==> config.mk <==
export PLATFORM = sky130hd
export DESIGN_NAME = disp_irq_commit
export DESIGN_NICKNAME = d
export VERILOG_FILES = /design/src/rtl/disp_irq_pkg.sv /design/src/rtl/disp_irq_status.sv /design/src/rtl/disp_shadow_commit.sv /design/src/rtl/disp_irq_commit.sv
export SDC_FILE = /design/constraint.sdc
export NUM_CORES = 1
export LEC_CHECK = 0
export BUFFER_PORTS_ARGS = -buffer_cell sky130_fd_sc_hd__buf_4
export CORE_AREA = 2 2 195 197
export DETAILED_ROUTE_END_ITERATION = 10
export DIE_AREA = 0 0 197 199
export GPL_TIMING_DRIVEN = 0
export PLACE_DENSITY = 0.6
export REMOVE_ABC_BUFFERS = 1
export SYNTH_ARGS = -nofsm -noshare
export SYNTH_HDL_FRONTEND = slang
export SYNTH_SLANG_ARGS = --single-unit
==> constraint.sdc <==
create_clock -name clk -period 3.2 [get_ports clk]
set_clock_uncertainty 0.2 [all_clocks]
set_input_delay 0.16 -clock clk [delete_from_list [all_inputs] [get_ports clk]]
set_output_delay 0.16 -clock clk [all_outputs]
set_load 0.1 [all_outputs]
==> src/rtl/disp_irq_pkg.sv <==
package disp_irq_pkg;
  localparam int EV_N     = 6;
  localparam int EV_VSYNC = 0;
  localparam int EV_FLD0  = 1;
  localparam int EV_FLD1  = 2;
  localparam int EV_FEND  = 3;
  localparam int EV_VURUN = 4;
  localparam int EV_GURUN = 5;

  localparam int ADR_STATUS = 0;
  localparam int ADR_ENABLE = 1;
  localparam int ADR_COMMIT = 2;
  localparam int ADR_STAGE  = 8;

  typedef struct packed {
    logic st_wr;
    logic st_rd;
    logic en_wr;
    logic cm_wr;
  } cpu_dec_t;
endpackage

==> src/rtl/disp_irq_status.sv <==
module disp_irq_status
  import disp_irq_pkg::*;
(
  input  logic            clk,
  input  logic            rst_n,
  input  logic [EV_N-1:0] ev,
  input  cpu_dec_t        dec,
  input  logic [EV_N-1:0] wr_bits,
  input  logic            wr_clean,
  input  logic            fe_en_set,
  input  logic            fe_en_clr,
  output logic [EV_N-1:0] status,
  output logic [EV_N-1:0] enable,
  output logic            clean_rd,
  output logic            irq
);
  logic [EV_N-1:0] st_q, st_n, en_q, en_n, rise, clr;
  logic            clean_q, clean_n, irq_q, irq_n, en_ld;

  // enable register: software write, then commit engine overrides on frame-end bit
  always_comb begin
    en_n = en_q;
    if (dec.en_wr) en_n = wr_bits;
    if (fe_en_clr) en_n[EV_FEND] = 1'b0;
    if (fe_en_set) en_n[EV_FEND] = 1'b1;
    en_ld   = dec.en_wr | fe_en_set | fe_en_clr;
    clean_n = dec.en_wr ? wr_clean : clean_q;
  end

  // status: clears from ack, clean read and enable rise; new events override
  always_comb begin
    rise = en_ld ? (en_n & ~en_q) : '0;
    clr  = rise;
    if (dec.st_wr)            clr = clr | wr_bits;
    if (dec.st_rd && clean_q) clr = clr | st_q;
    st_n = (st_q & ~clr) | ev;
  end

  // interrupt line latches until acknowledged
  always_comb begin
    irq_n = irq_q;
    if (dec.st_wr)            irq_n = 1'b0;
    else if (|(st_q & en_q))  irq_n = 1'b1;
  end

  always_ff @(posedge clk or negedge rst_n) begin
    if (!rst_n) begin
      st_q    <= '0;
      en_q    <= '0;
      clean_q <= 1'b0;
      irq_q   <= 1'b0;
    end else begin
      st_q  <= st_n;
      irq_q <= irq_n;
      if (en_ld)     en_q    <= en_n;
      if (dec.en_wr) clean_q <= clean_n;
    end
  end

  assign status   = st_q;
  assign enable   = en_q;
  assign clean_rd = clean_q;
  assign irq      = irq_q;
endmodule

==> src/rtl/disp_shadow_commit.sv <==
module disp_shadow_commit #(
  parameter int NUM_TGT  = 4,
  parameter int DATA_W   = 32,
  parameter int ADDR_W   = 5,
  parameter int STG_BASE = 8
) (
  input  logic                      clk,
  input  logic                      rst_n,
  input  logic                      wr,
  input  logic [ADDR_W-1:0]         addr,
  input  logic [DATA_W-1:0]         wdata,
  input  logic                      commit_wr,
  input  logic                      ev_fend,
  input  logic                      ev_vsync,
  input  logic                      fe_enabled,
  output logic                      pending,
  output logic                      flip_wait,
  output logic                      fe_en_set,
  output logic                      fe_en_clr,
  output logic                      flip_done,
  output logic [NUM_TGT*DATA_W-1:0] tgt_flat
);
  logic apply;
  logic pend_q, pend_n, flip_q, flip_n, done_q, done_n;

  assign apply     = ev_fend & pend_q & fe_enabled;
  assign fe_en_set = commit_wr;
  assign fe_en_clr = apply;

  for (genvar i = 0; i < NUM_TGT; i++) begin : g_tgt
    localparam int VAL_ADR = STG_BASE + 2 * i;
    localparam int MSK_ADR = VAL_ADR + 1;
    logic [DATA_W-1:0] val_q, msk_q, tgt_q, tgt_n;
    logic val_we, msk_we;

    always_comb begin
      val_we = wr && (addr == ADDR_W'(VAL_ADR));
      msk_we = wr && (addr == ADDR_W'(MSK_ADR));
      tgt_n  = (tgt_q & msk_q) | val_q;
    end

    always_ff @(posedge clk or negedge rst_n) begin
      if (!rst_n) begin
        val_q <= '0;
        msk_q <= '0;
        tgt_q <= '0;
      end else begin
        if (val_we) val_q <= wdata;
        if (msk_we) msk_q <= wdata;
        if (apply)  tgt_q <= tgt_n;
      end
    end

    assign tgt_flat[i*DATA_W +: DATA_W] = tgt_q;
  end

  always_comb begin
    pend_n = pend_q;
    if (apply)     pend_n = 1'b0;
    if (commit_wr) pend_n = 1'b1;
    done_n = ev_vsync & flip_q & ~pend_q;
    flip_n = flip_q;
    if (done_n)    flip_n = 1'b0;
    if (commit_wr) flip_n = 1'b1;
  end

  always_ff @(posedge clk or negedge rst_n) begin
    if (!rst_n) begin
      pend_q <= 1'b0;
      flip_q <= 1'b0;
      done_q <= 1'b0;
    end else begin
      pend_q <= pend_n;
      flip_q <= flip_n;
      done_q <= done_n;
    end
  end

  assign pending   = pend_q;
  assign flip_wait = flip_q;
  assign flip_done = done_q;
endmodule

==> src/rtl/disp_irq_commit.sv <==
module disp_irq_commit
  import disp_irq_pkg::*;
#(
  parameter int NUM_TGT = 4,
  parameter int DATA_W  = 32,
  parameter int ADDR_W  = 5
) (
  input  logic                      clk,
  input  logic                      rst_n,
  input  logic                      ev_vsync,
  input  logic                      ev_field0_done,
  input  logic                      ev_field1_done,
  input  logic                      ev_frame_end,
  input  logic                      ev_video_urun,
  input  logic                      ev_gfx_urun,
  input  logic                      cpu_wr,
  input  logic                      cpu_rd,
  input  logic [ADDR_W-1:0]         cpu_addr,
  input  logic [DATA_W-1:0]         cpu_wdata,
  output logic [DATA_W-1:0]         cpu_rdata,
  output logic                      irq,
  output logic                      next_field,
  output logic                      flip_done,
  output logic [NUM_TGT*DATA_W-1:0] tgt_regs
);
  localparam int TGT_BASE = ADR_STAGE + 2 * NUM_TGT;

  logic [EV_N-1:0] ev, st_w, en_w;
  cpu_dec_t        dec;
  logic            clean_w, pend_w, flipw_w, fe_set, fe_clr;
  logic            fld_q, fld_n, fld_ld;

  assign ev = {ev_gfx_urun, ev_video_urun, ev_frame_end,
               ev_field1_done, ev_field0_done, ev_vsync};

  always_comb begin
    dec.st_wr = cpu_wr && (cpu_addr == ADDR_W'(ADR_STATUS));
    dec.st_rd = cpu_rd && (cpu_addr == ADDR_W'(ADR_STATUS));
    dec.en_wr = cpu_wr && (cpu_addr == ADDR_W'(ADR_ENABLE));
    dec.cm_wr = cpu_wr && (cpu_addr == ADDR_W'(ADR_COMMIT)) && cpu_wdata[0];
  end

  disp_irq_status u_status (
    .clk      (clk),
    .rst_n    (rst_n),
    .ev       (ev),
    .dec      (dec),
    .wr_bits  (cpu_wdata[EV_N-1:0]),
    .wr_clean (cpu_wdata[DATA_W-1]),
    .fe_en_set(fe_set),
    .fe_en_clr(fe_clr),
    .status   (st_w),
    .enable   (en_w),
    .clean_rd (clean_w),
    .irq      (irq)
  );

  disp_shadow_commit #(
    .NUM_TGT (NUM_TGT),
    .DATA_W  (DATA_W),
    .ADDR_W  (ADDR_W),
    .STG_BASE(ADR_STAGE)
  ) u_commit (
    .clk       (clk),
    .rst_n     (rst_n),
    .wr        (cpu_wr),
    .addr      (cpu_addr),
    .wdata     (cpu_wdata),
    .commit_wr (dec.cm_wr),
    .ev_fend   (ev_frame_end),
    .ev_vsync  (ev_vsync),
    .fe_enabled(en_w[EV_FEND]),
    .pending   (pend_w),
    .flip_wait (flipw_w),
    .fe_en_set (fe_set),
    .fe_en_clr (fe_clr),
    .flip_done (flip_done),
    .tgt_flat  (tgt_regs)
  );

  // field indicator: field 1 has priority
  always_comb begin
    fld_ld = ev_field0_done | ev_field1_done;
    fld_n  = ev_field1_done;
  end

  always_ff @(posedge clk or negedge rst_n) begin
    if (!rst_n)      fld_q <= 1'b0;
    else if (fld_ld) fld_q <= fld_n;
  end
  assign next_field = fld_q;

  always_comb begin
    cpu_rdata = '0;
    if (cpu_addr == ADDR_W'(ADR_STATUS)) cpu_rdata = DATA_W'(st_w);
    if (cpu_addr == ADDR_W'(ADR_ENABLE)) begin
      cpu_rdata = DATA_W'(en_w);
      cpu_rdata[DATA_W-1] = clean_w;
    end
    if (cpu_addr == ADDR_W'(ADR_COMMIT)) cpu_rdata = DATA_W'({flipw_w, pend_w});
    for (int i = 0; i < NUM_TGT; i++) begin
      if (cpu_addr == ADDR_W'(TGT_BASE + i)) cpu_rdata = tgt_regs[i*DATA_W +: DATA_W];
    end
  end
endmodule

==> results.json, run 1 <==
{
  "place.gp.congestion": 0.825,
  "worst_hold_path_type": "in -> async",
  "via_per_inst": 5.33,
  "crit_arrival_ns": 3.16,
  "period_minus_slack_ns": 2.95,
  "hold_viol_final": 0,
  "crit_buf_inv": 2,
  "synth_ff_type": "dfrtp_1",
  "post_drt_wl_per_cell_um": 19.7,
  "p_comb_share_pct": 26.1,
  "grt_pass1_vias": 10900,
  "slew-limit-headroom_pct": 37.5,
  "initial_core_util_pct": 44.3,
  "post-place-ws_ns": -0.118,
  "ant_nets": 0,
  "syn_inst": 1289,
  "finalSetupTns_ns": 0,
  "antenna_found_initial": 0,
  "yosysUniqueCellTypes": 49,
  "htree_levels": 2,
  "ir_drop_v": 0.000582,
  "io_buffers": 209,
  "p_per_area_nw_per_um2": 766,
  "synth_compound_area_share_pct": 5.95,
  "cp-start-kind": "input port",
  "die_h_um": 199,
  "ys_seq_area_share_pct": 61.2,
  "setup_viol": 0,
  "crit_type": "in -> reg",
  "rr_worst_depth": 5,
  "core.rowCount": 71,
  "setup_ws_ns": 0.246,
  "synth_area_um2": 16400,
  "fmax_ghz": 0.339,
  "ys_ff_latch": 402,
  "maxCapViolations": 0,
  "drv_slew": 0,
  "core_um2": 37100,
  "internal_power_w": 0.0104,
  "slowest_stage": "dlygate4sd3_1",
  "ctsRootBufferMaster": "clkbuf_16",
  "tightest_slew_ns": 0.935,
  "synth_top_area_share_pct": 61.2,
  "p_switching_w": 0.00556,
  "vias": 10900,
  "power.share.clock_pct": 32.3,
  "cp.depth": 5,
  "leakagePower_nw": 10.3,
  "clk_pin_slew_ns": 0.06,
  "rsz0062_at_grt": "no",
  "drt-total-wl_mm": 40.4,
  "p_sw_share_pct": 34.9,
  "grt_overflow": 0,
  "fp.dieArea_um2": 39200,
  "grt_pass1_wl_mm": 64.0,
  "grt_max_degree": 127,
  "yosys.area_share.simple_pct": 8.59,
  "grt_usage_pct": 21.1,
  "avgSynthCellArea_um2": 12.7,
  "final.period_utilization_pct": 92.3,
  "die_w_um": 197,
  "crit_family": "buffers and inverters",
  "synthAdderAreaFrac_pct": 0,
  "clockBufferDepth": 3,
  "path_cells": "buf_4 > nand2_1 > nor4_4 > dlygate4sd3_1 > mux2_2",
  "synth_top_family_by_area": "multiplexers",
  "hpwl_mm": 24.9,
  "cp_max_fo": 49,
  "post_cts_buffers": 0,
  "drive_gt1_share_pct": 36.2,
  "synth_most_common_cell": "dfrtp_1",
  "synth_mux_area_share_pct": 22.0,
  "drc": 0,
  "synth_area_leaders": "dfrtp_1 (61%), mux2_2 (15%), nand2_1 (6.2%)",
  "cts_inserted_buffers": 44,
  "crit_path_end_kind": "flop",
  "clkSinkCount": 402,
  "area_delta_synth_final_pct": 26.5,
  "seqPwrFrac_pct": 41.6,
  "yosysTopAreaCell": "dfrtp_1",
  "synth_commonest_cells": "dfrtp_1 (402), nand2_1 (270), mux2_2 (224)",
  "n_antenna_cell": 0,
  "dr.pass1.iters": 5,
  "final_nets": 1590,
  "required_ns": 3.40,
  "synth_edf_count": 0,
  "status": "completed",
  "cts_tree": "done",
  "clock_latency_ns": 0.53,
  "cpPeakStageDelay_ns": 0.93,
  "synthXorXnorAreaFrac_pct": 0,
  "ys_async_sr_fraction_pct": 100,
  "io_pins": 210,
  "first_iter_violations": 547,
  "yosysWarningCount": 0
}
[power by group through the flow]
stage / clock (W) / combinational, W / sequential (W)
final: 0.00514 / 0.00416 / 0.00663
after CTS: 0.00526 / 0.00419 / 0.00663
after detailed placement: 0 / 0.00414 / 0.00671
after global placement: 0 / 0.00407 / 0.00668
after floorplan: 0 / 0.00105 / 0.00863
after global routing: 0.00547 / 0.00438 / 0.00676
[sequential cells by signal, summed over array words and instances, names as in the netlist]
signal                cells
u_status.irq              1
u_commit.g_tgt.tgt_q    128
u_commit.flip_wait        1
u_commit.flip_done        1
u_status.status           6
next_field                1
u_commit.g_tgt.msk_q    128
u_status.enable           6
u_status.clean_rd         1
u_commit.g_tgt.val_q    128
u_commit.pending          1
[cells in the final DEF (no fill, tap or decap), types with 2 or more instances in the layout]
| cell type | count |
|---|---|
| and2_1 | 25 |
| nor2b_1 | 2 |
| clkbuf_16 | 45 |
| clkbuf_8 | 15 |
| nand2b_1 | 5 |
| o221ai_1 | 2 |
| mux2_1 | 41 |
| a21o_1 | 3 |
| nand2_2 | 3 |
| buf_12 | 5 |
| nand2_1 | 267 |
| a31o_2 | 5 |
| inv_1 | 6 |
| bufinv_16 | 3 |
| o21ai_0 | 139 |
| o2bb2ai_1 | 2 |
| buf_16 | 9 |
| mux4_2 | 26 |
| inv_6 | 2 |
| mux2_2 | 224 |
| buf_8 | 3 |
| clkbuf_1 | 9 |
| buf_6 | 6 |
| dlygate4sd3_1 | 53 |
| buf_4 | 208 |
| nor2_4 | 2 |
| clkinv_2 | 5 |
| nand3_1 | 8 |
| o21a_1 | 4 |
| mux2i_1 | 4 |
| dfrtp_1 | 402 |
| a31oi_1 | 2 |
| nor2_1 | 7 |
| a21oi_1 | 7 |
[layer usage]
metal  GRT usage (%)  share of wire [%]
met2            33.9                 47
met5               0                  0
met1            30.8                 47
met3            2.56                3.6
met4            5.15                1.9
[logic make-up after synthesis]
| group | count (synthesis) |
|---|---|
| compound gates | 176 |
| mux | 295 |
| simple gates | 334 |
| flops | 402 |
| buf+inv | 82 |
[what timing repair did]
item                      in CTS  in global routing
gates resized for setup        0                  0
hold buffers                  53                  0
hold endpoints to repair     378                  0
[through the flow]
step | power, W | util [%] | cells | cell area (um2) | hold slack (ns)
after floorplan | 0.00969 | - | 1213 | 16100 | -0.336
after global routing | 0.0166 | 56.0 | 2050 | 20800 | 0.116
after CTS | 0.0161 | 56.0 | 2050 | 20800 | 0.0702
after detailed placement | 0.0109 | 50.5 | 1918 | 18800 | 0.0347
after global placement | 0.0107 | 49.1 | 1896 | 18200 | 0.155
final | 0.0159 | 56.0 | 2050 | 20800 | 0.0552
[layout make-up]
cell class | count | area (um2)
Fill cell | 3121 | 16300
Sequential cell | 402 | 10100
Multi-Input combinational cell | 805 | 6060
Timing Repair Buffer | 284 | 2550
Clock buffer | 69 | 1370
Tap cell | 474 | 593
Clock inverter | 10 | 133
Inverter | 6 | 22.5
[final timing paths]
kind	start	slack [ns]	to
worst max-delay path	cpu_addr[1]	0.25	u_commit.g_tgt[1].msk_q[0]$_DFFE_PN0P_
worst min-delay path	rst_n	0.06	u_commit.g_tgt[1].tgt_q[7]$_DFFE_PN0P_
worst max register to register	u_status.enable[2]$_DFFE_PN0P_	0.93	u_status.status[2]$_DFF_PN0_
worst min register to register	u_commit.g_tgt[2].val_q[26]$_DFFE_PN0P_	0.26	u_commit.g_tgt[2].tgt_q[26]$_DFFE_PN0P_
max in group asynchronous	rst_n	1.34	u_commit.g_tgt[0].val_q[26]$_DFFE_PN0P_
min in group clk	cpu_wdata[17]	0.26	u_commit.g_tgt[2].val_q[17]$_DFFE_PN0P_
Power figures use the tool's default switching activity.
==> run 2, diff against run 1 <==
==> constraint.sdc (replaced) <==
create_clock -name clk -period 3.7 [get_ports clk]
set_clock_uncertainty 0.2 [all_clocks]
set_input_delay 0.185 -clock clk [delete_from_list [all_inputs] [get_ports clk]]
set_output_delay 0.185 -clock clk [all_outputs]
set_load 0.1 [all_outputs]
==> results.json, run 2 (synthesized netlist as in run 1, its figures left out) <==
{
  "status": "completed",
  "final.period_utilization_pct": 80.2,
  "cp_common_cell": "dlygate4sd3_1",
  "slew-limit-headroom_pct": 32.7,
  "clkSinkCount": 402,
  "worst_hold_path_type": "in -> reg",
  "post_drt_wl_per_cell_um": 19.7,
  "reg2reg_slack_ns": 1.43,
  "io_pins": 210,
  "crit_type": "in -> reg",
  "crit_family": "buffers and inverters",
  "clockBufferDepth": 3,
  "reg2reg_to": "u_status.status[2]$_DFF_PN0_",
  "antenna_found_initial": 0,
  "period_minus_slack_ns": 2.97,
  "crit_arrival_ns": 3.18,
  "tightest_slew_ns": 1.00,
  "timing.rr.start": "u_status.enable[2]$_DFFE_PN0P_",
  "final_cell_mix": "dfrtp_1 (402), nand2_1 (267), mux2_2 (224), buf_4 (208), o21ai_0 (139)",
  "p_per_area_nw_per_um2": 663,
  "first_iter_violations": 581,
  "grt_pass1_vias": 10900,
  "final_nets": 1588,
  "met2_usage_pct": 33.8,
  "rr_worst_depth": 5,
  "drt-total-wl_mm": 40.4,
  "setup_viol": 0,
  "path_cells": "dlygate4sd3_1 > buf_4 > or4_4 > nor2_2 > nand3_1 > dlygate4sd3_1 > a31o_2 > dlygate4sd3_1",
  "crit_buf_inv": 4,
  "whs_ns": 0.0344,
  "crit_path_end_kind": "flop",
  "die_w_um": 197,
  "area_delta_synth_final_pct": 26.4,
  "leakagePower_nw": 10.3,
  "final_common_cell": "dfrtp_1",
  "drive_gt1_share_pct": 36.3,
  "initial_core_util_pct": 44.3,
  "required_ns": 3.91,
  "finalSetupTns_ns": 0,
  "final_area_um2": 20800,
  "hpwl_mm": 24.9,
  "cpPeakStageDelay_ns": 0.57,
  "ir_drop_v": 0.000502,
  "rsz0062_at_grt": "no",
  "busiest_layer": "met2",
  "gr-usage-met1_pct": 30.9,
  "holdBufCountCts": 51,
  "die_h_um": 199,
  "endpoint": "u_status.status[2]$_DFF_PN0_",
  "cts_tree": "done",
  "ctsRootBufferMaster": "clkbuf_16",
  "grt_overflow": 0,
  "cp_max_fo": 7,
  "clk_pin_slew_ns": 0.06,
  "fp.dieArea_um2": 39200,
  "cts_inserted_buffers": 44,
  "ant_nets": 0,
  "slowest_stage": "dlygate4sd3_1",
  "htree_levels": 2,
  "grt_max_degree": 127,
  "maxCapViolations": 0,
  "core_um2": 37100,
  "crit_start": "cpu_addr[3]",
  "io_buffers": 209,
  "placed_area_um2": 18800,
  "reg_top3": "u_commit.g_tgt.msk_q: 128 flops, u_commit.g_tgt.tgt_q: 128 flops, u_commit.g_tgt.val_q: 128 flops",
  "fmax_ghz": 0.337,
  "clock_latency_ns": 0.53,
  "vias": 10900,
  "place.gp.congestion": 0.825,
  "use_met3_pct": 2.42,
  "finish.utilization_pct": 55.9,
  "via_per_inst": 5.33,
  "grt_usage_pct": 21.1,
  "cp.depth": 8,
  "core.rowCount": 71,
  "grt_pass1_wl_mm": 63.8,
  "drv_slew": 0,
  "dr.pass1.iters": 4,
  "drc": 0,
  "post_cts_resized": 0,
  "post_cts_buffers": 0,
  "cp-start-kind": "input port",
  "hold_viol_final": 0,
  "power.total_w": 0.0138,
  "n_antenna_cell": 0
}
==> run 2: worst reg2reg max path, delay by kind of cell (launching register included) <==
family          cells  cell delay (ns)
buf+inv             2             1.13
flops               1             0.41
compound gates      1             0.26
simple gates        2             0.15
==> run 2: cell type report <==
type / count / area [um2]
inverters: 6 / 22.5
repair buffers: 282 / 2530
fillers: 3130 / 16400
well taps: 474 / 593
clock buffers: 69 / 1370
multi-input cells: 805 / 6060
clock inverters: 10 / 133
flip-flops and latches: 402 / 10100
==> run 2: stage by stage <==
stage	setup WS, ns	std cells
floorplan	-2.74	1213
global placement	-2.72	1896
detailed placement	0.357	1918
CTS	0.814	2048
global route	0.651	2048
finish	0.733	2048
==> run 2: worst min path at each step <==
stage                  startpoint  slack, ns                                     end  cells past startpoint
finish                cpu_addr[4]       0.03  u_commit.g_tgt[1].msk_q[7]$_DFFE_PN0P_                      3
global route          cpu_addr[4]       0.02  u_commit.g_tgt[1].msk_q[1]$_DFFE_PN0P_                      3
CTS                   cpu_addr[4]      0.005  u_commit.g_tgt[1].msk_q[7]$_DFFE_PN0P_                      3
detailed placement          rst_n       0.06  u_commit.g_tgt[0].tgt_q[7]$_DFFE_PN0P_                      1
global placement    ev_video_urun       0.18            u_status.status[4]$_DFF_PN0_                      2
floorplan                   rst_n      -0.31                  next_field$_DFFE_PN0P_                      0
==> run 2: power by group <==
part | internal [W] | leakage (nW) | switching, W
registers | 0.00521 | 5.24 | 0.000517
logic | 0.00101 | 4.32 | 0.00258
clock network | 0.00274 | 0.744 | 0.00170
==> run 2: layer usage <==
| metal | routed length [um] | up-vias |
|---|---|---|
| met5 | 0 | - |
| met4 | 678 | 0 |
| met3 | 1340 | 54 |
| met2 | 19100 | 230 |
| met1 | 19300 | 5672 |
| li1 | - | 4965 |
==> run 3, diff against run 2 <==
--- a/config.mk
+++ b/config.mk
@@ -10,7 +10,7 @@
 export DETAILED_ROUTE_END_ITERATION = 10
 export DIE_AREA = 0 0 197 199
 export GPL_TIMING_DRIVEN = 0
-export PLACE_DENSITY = 0.6
+export PLACE_DENSITY = 0.62
 export REMOVE_ABC_BUFFERS = 1
 export SYNTH_ARGS = -nofsm -noshare
 export SYNTH_HDL_FRONTEND = slang
==> constraint.sdc (replaced) <==
create_clock -name clk -period 2.55 [get_ports clk]
set_clock_uncertainty 0.2 [all_clocks]
set_input_delay 0.1275 -clock clk [delete_from_list [all_inputs] [get_ports clk]]
set_output_delay 0.1275 -clock clk [all_outputs]
set_load 0.1 [all_outputs]
==> results.json, run 3 (synthesized netlist as in run 1, its figures left out) <==
{
  "antenna_found_initial": 1,
  "whs_ns": 0.0890,
  "area_delta_synth_final_pct": 26.2,
  "crit_family": "buffers and inverters",
  "leakagePower_nw": 10.3,
  "htree_levels": 2,
  "fmax_ghz": 0.415,
  "core.rowCount": 71,
  "core_um2": 37100,
  "drive_gt1_share_pct": 36.1,
  "ir_drop_v": 0.000608,
  "final_cell_mix": "dfrtp_1 (402), nand2_1 (267), mux2_2 (224), buf_4 (209), o21ai_0 (139)",
  "cp_common_cell": "dlygate4sd3_1",
  "drc": 0,
  "die_h_um": 199,
  "reg_top3": "u_commit.g_tgt.msk_q: 128 flops, u_commit.g_tgt.tgt_q: 128 flops, u_commit.g_tgt.val_q: 128 flops",
  "setup_viol": 0,
  "cpPeakStageDelay_ns": 0.63,
  "power.total_w": 0.0196,
  "crit_buf_inv": 3,
  "status": "completed",
  "grt_usage_pct": 21.6,
  "final_common_cell": "dfrtp_1",
  "initial_core_util_pct": 44.3,
  "clkSinkCount": 402,
  "slew-limit-headroom_pct": 40.8,
  "grt_overflow": 0,
  "clock_latency_ns": 0.55,
  "period_minus_slack_ns": 2.41,
  "via_per_inst": 5.35,
  "vias": 11000,
  "io_pins": 210,
  "cp_max_fo": 7,
  "ant_nets": 0,
  "cp-start-kind": "input port",
  "drv_slew": 0,
  "tightest_slew_ns": 0.888,
  "dr.pass1.iters": 5,
  "path_cells": "buf_4 > dlygate4sd3_1 > nor3_2 > nand4_1 > a31o_2 > dlygate4sd3_1",
  "final_nets": 1597,
  "crit_path_end_kind": "flop",
  "io_buffers": 209,
  "cts_inserted_buffers": 44,
  "crit_arrival_ns": 2.63,
  "hold_viol_final": 0,
  "busiest_layer": "met2",
  "grt_pass1_vias": 11000,
  "gr-usage-met1_pct": 31.2,
  "place.gp.congestion": 0.786,
  "clockBufferDepth": 3,
  "drt-total-wl_mm": 42.3,
  "die_w_um": 197,
  "fp.dieArea_um2": 39200,
  "required_ns": 2.77,
  "grt_max_degree": 120,
  "hpwl_mm": 25.0,
  "met2_usage_pct": 33.9,
  "cts_tree": "done",
  "ctsRootBufferMaster": "clkbuf_16",
  "use_met3_pct": 3.56,
  "slowest_stage": "dlygate4sd3_1",
  "crit_type": "in -> reg",
  "maxCapViolations": 0,
  "rsz0062_at_grt": "no",
  "clk_pin_slew_ns": 0.06,
  "post_drt_wl_per_cell_um": 20.6,
  "worst_hold_path_type": "in -> reg",
  "p_per_area_nw_per_um2": 946,
  "final.period_utilization_pct": 94.6,
  "first_iter_violations": 472,
  "grt_pass1_wl_mm": 64.5
}
run 3: final cells by class:
cell class,instances,area [um2]
Timing Repair Buffer,290,2620
Clock buffer,65,1290
Multi-Input combinational cell,806,6070
Inverter,6,22.5
Antenna cell,2,5.00
Tap cell,474,593
Fill cell,3137,16400
Clock inverter,10,82.6
Sequential cell,402,10100
run 3: worst paths after layout:
path | from | endpoint | slack (ns) | depth (start not counted)
max | cpu_addr[2] | u_status.status[0]$_DFF_PN0_ | 0.14 | 6
min | cpu_addr[2] | u_commit.g_tgt[2].msk_q[3]$_DFFE_PN0P_ | 0.09 | 4
max reg2reg | u_status.enable[3]$_DFFE_PN0P_ | u_status.enable[3]$_DFFE_PN0P_ | 0.28 | 5
min reg2reg | u_commit.g_tgt[0].val_q[22]$_DFFE_PN0P_ | u_commit.g_tgt[0].tgt_q[22]$_DFFE_PN0P_ | 0.27 | 2
max in group asynchronous | rst_n | u_commit.g_tgt[3].val_q[27]$_DFFE_PN0P_ | 0.36 | 5
min in group asynchronous | rst_n | u_commit.g_tgt[3].msk_q[10]$_DFFE_PN0P_ | 0.47 | 3
run 3: where the power goes:
group	total, W	internal [W]	switching (W)
Sequential	0.00831	0.00757	0.000739
Combinational	0.00525	0.00148	0.00378
Clock	0.00606	0.00359	0.00248
run 3: metal layers:
metal  wire length, um  share of wire [%]  vias up
li1                  -                  -     4990
met1             19500                 46     5680
met2             19800                 47      277
met3              2260                5.3       50
met4               756                1.8        0
met5                 0                  0        -
run 3: tightest hold or removal path, stage by stage:
cell      delay, ns
buf_4          0.14
nand4b_2       0.19
nor3_4         0.11
mux2_2         0.23
run 3: repair_timing:
action,in CTS,in global routing
pin swaps,1,1
cloned,0,1
endpoints found under the setup margin,12,3
setup buffers,2,0
gates resized for setup,0,1
hold buffers,56,0
hold endpoints to repair,431,0
run 3: stage by stage:
stage,cells,utilization (%),cell area [um2],setup TNS (ns),worst slack [ns]
3_3_place_gp,1896,49.1,18200,-2216.80,-4.92
4_1_cts,2052,55.8,20700,0,0.0426
5_1_grt,2054,55.9,20700,0,0.0404
2_1_floorplan,1213,-,16100,-92.80,-3.83
3_5_place_dp,1919,50.5,18800,-38.13,-0.791
6_report,2055,55.9,20700,0,0.138
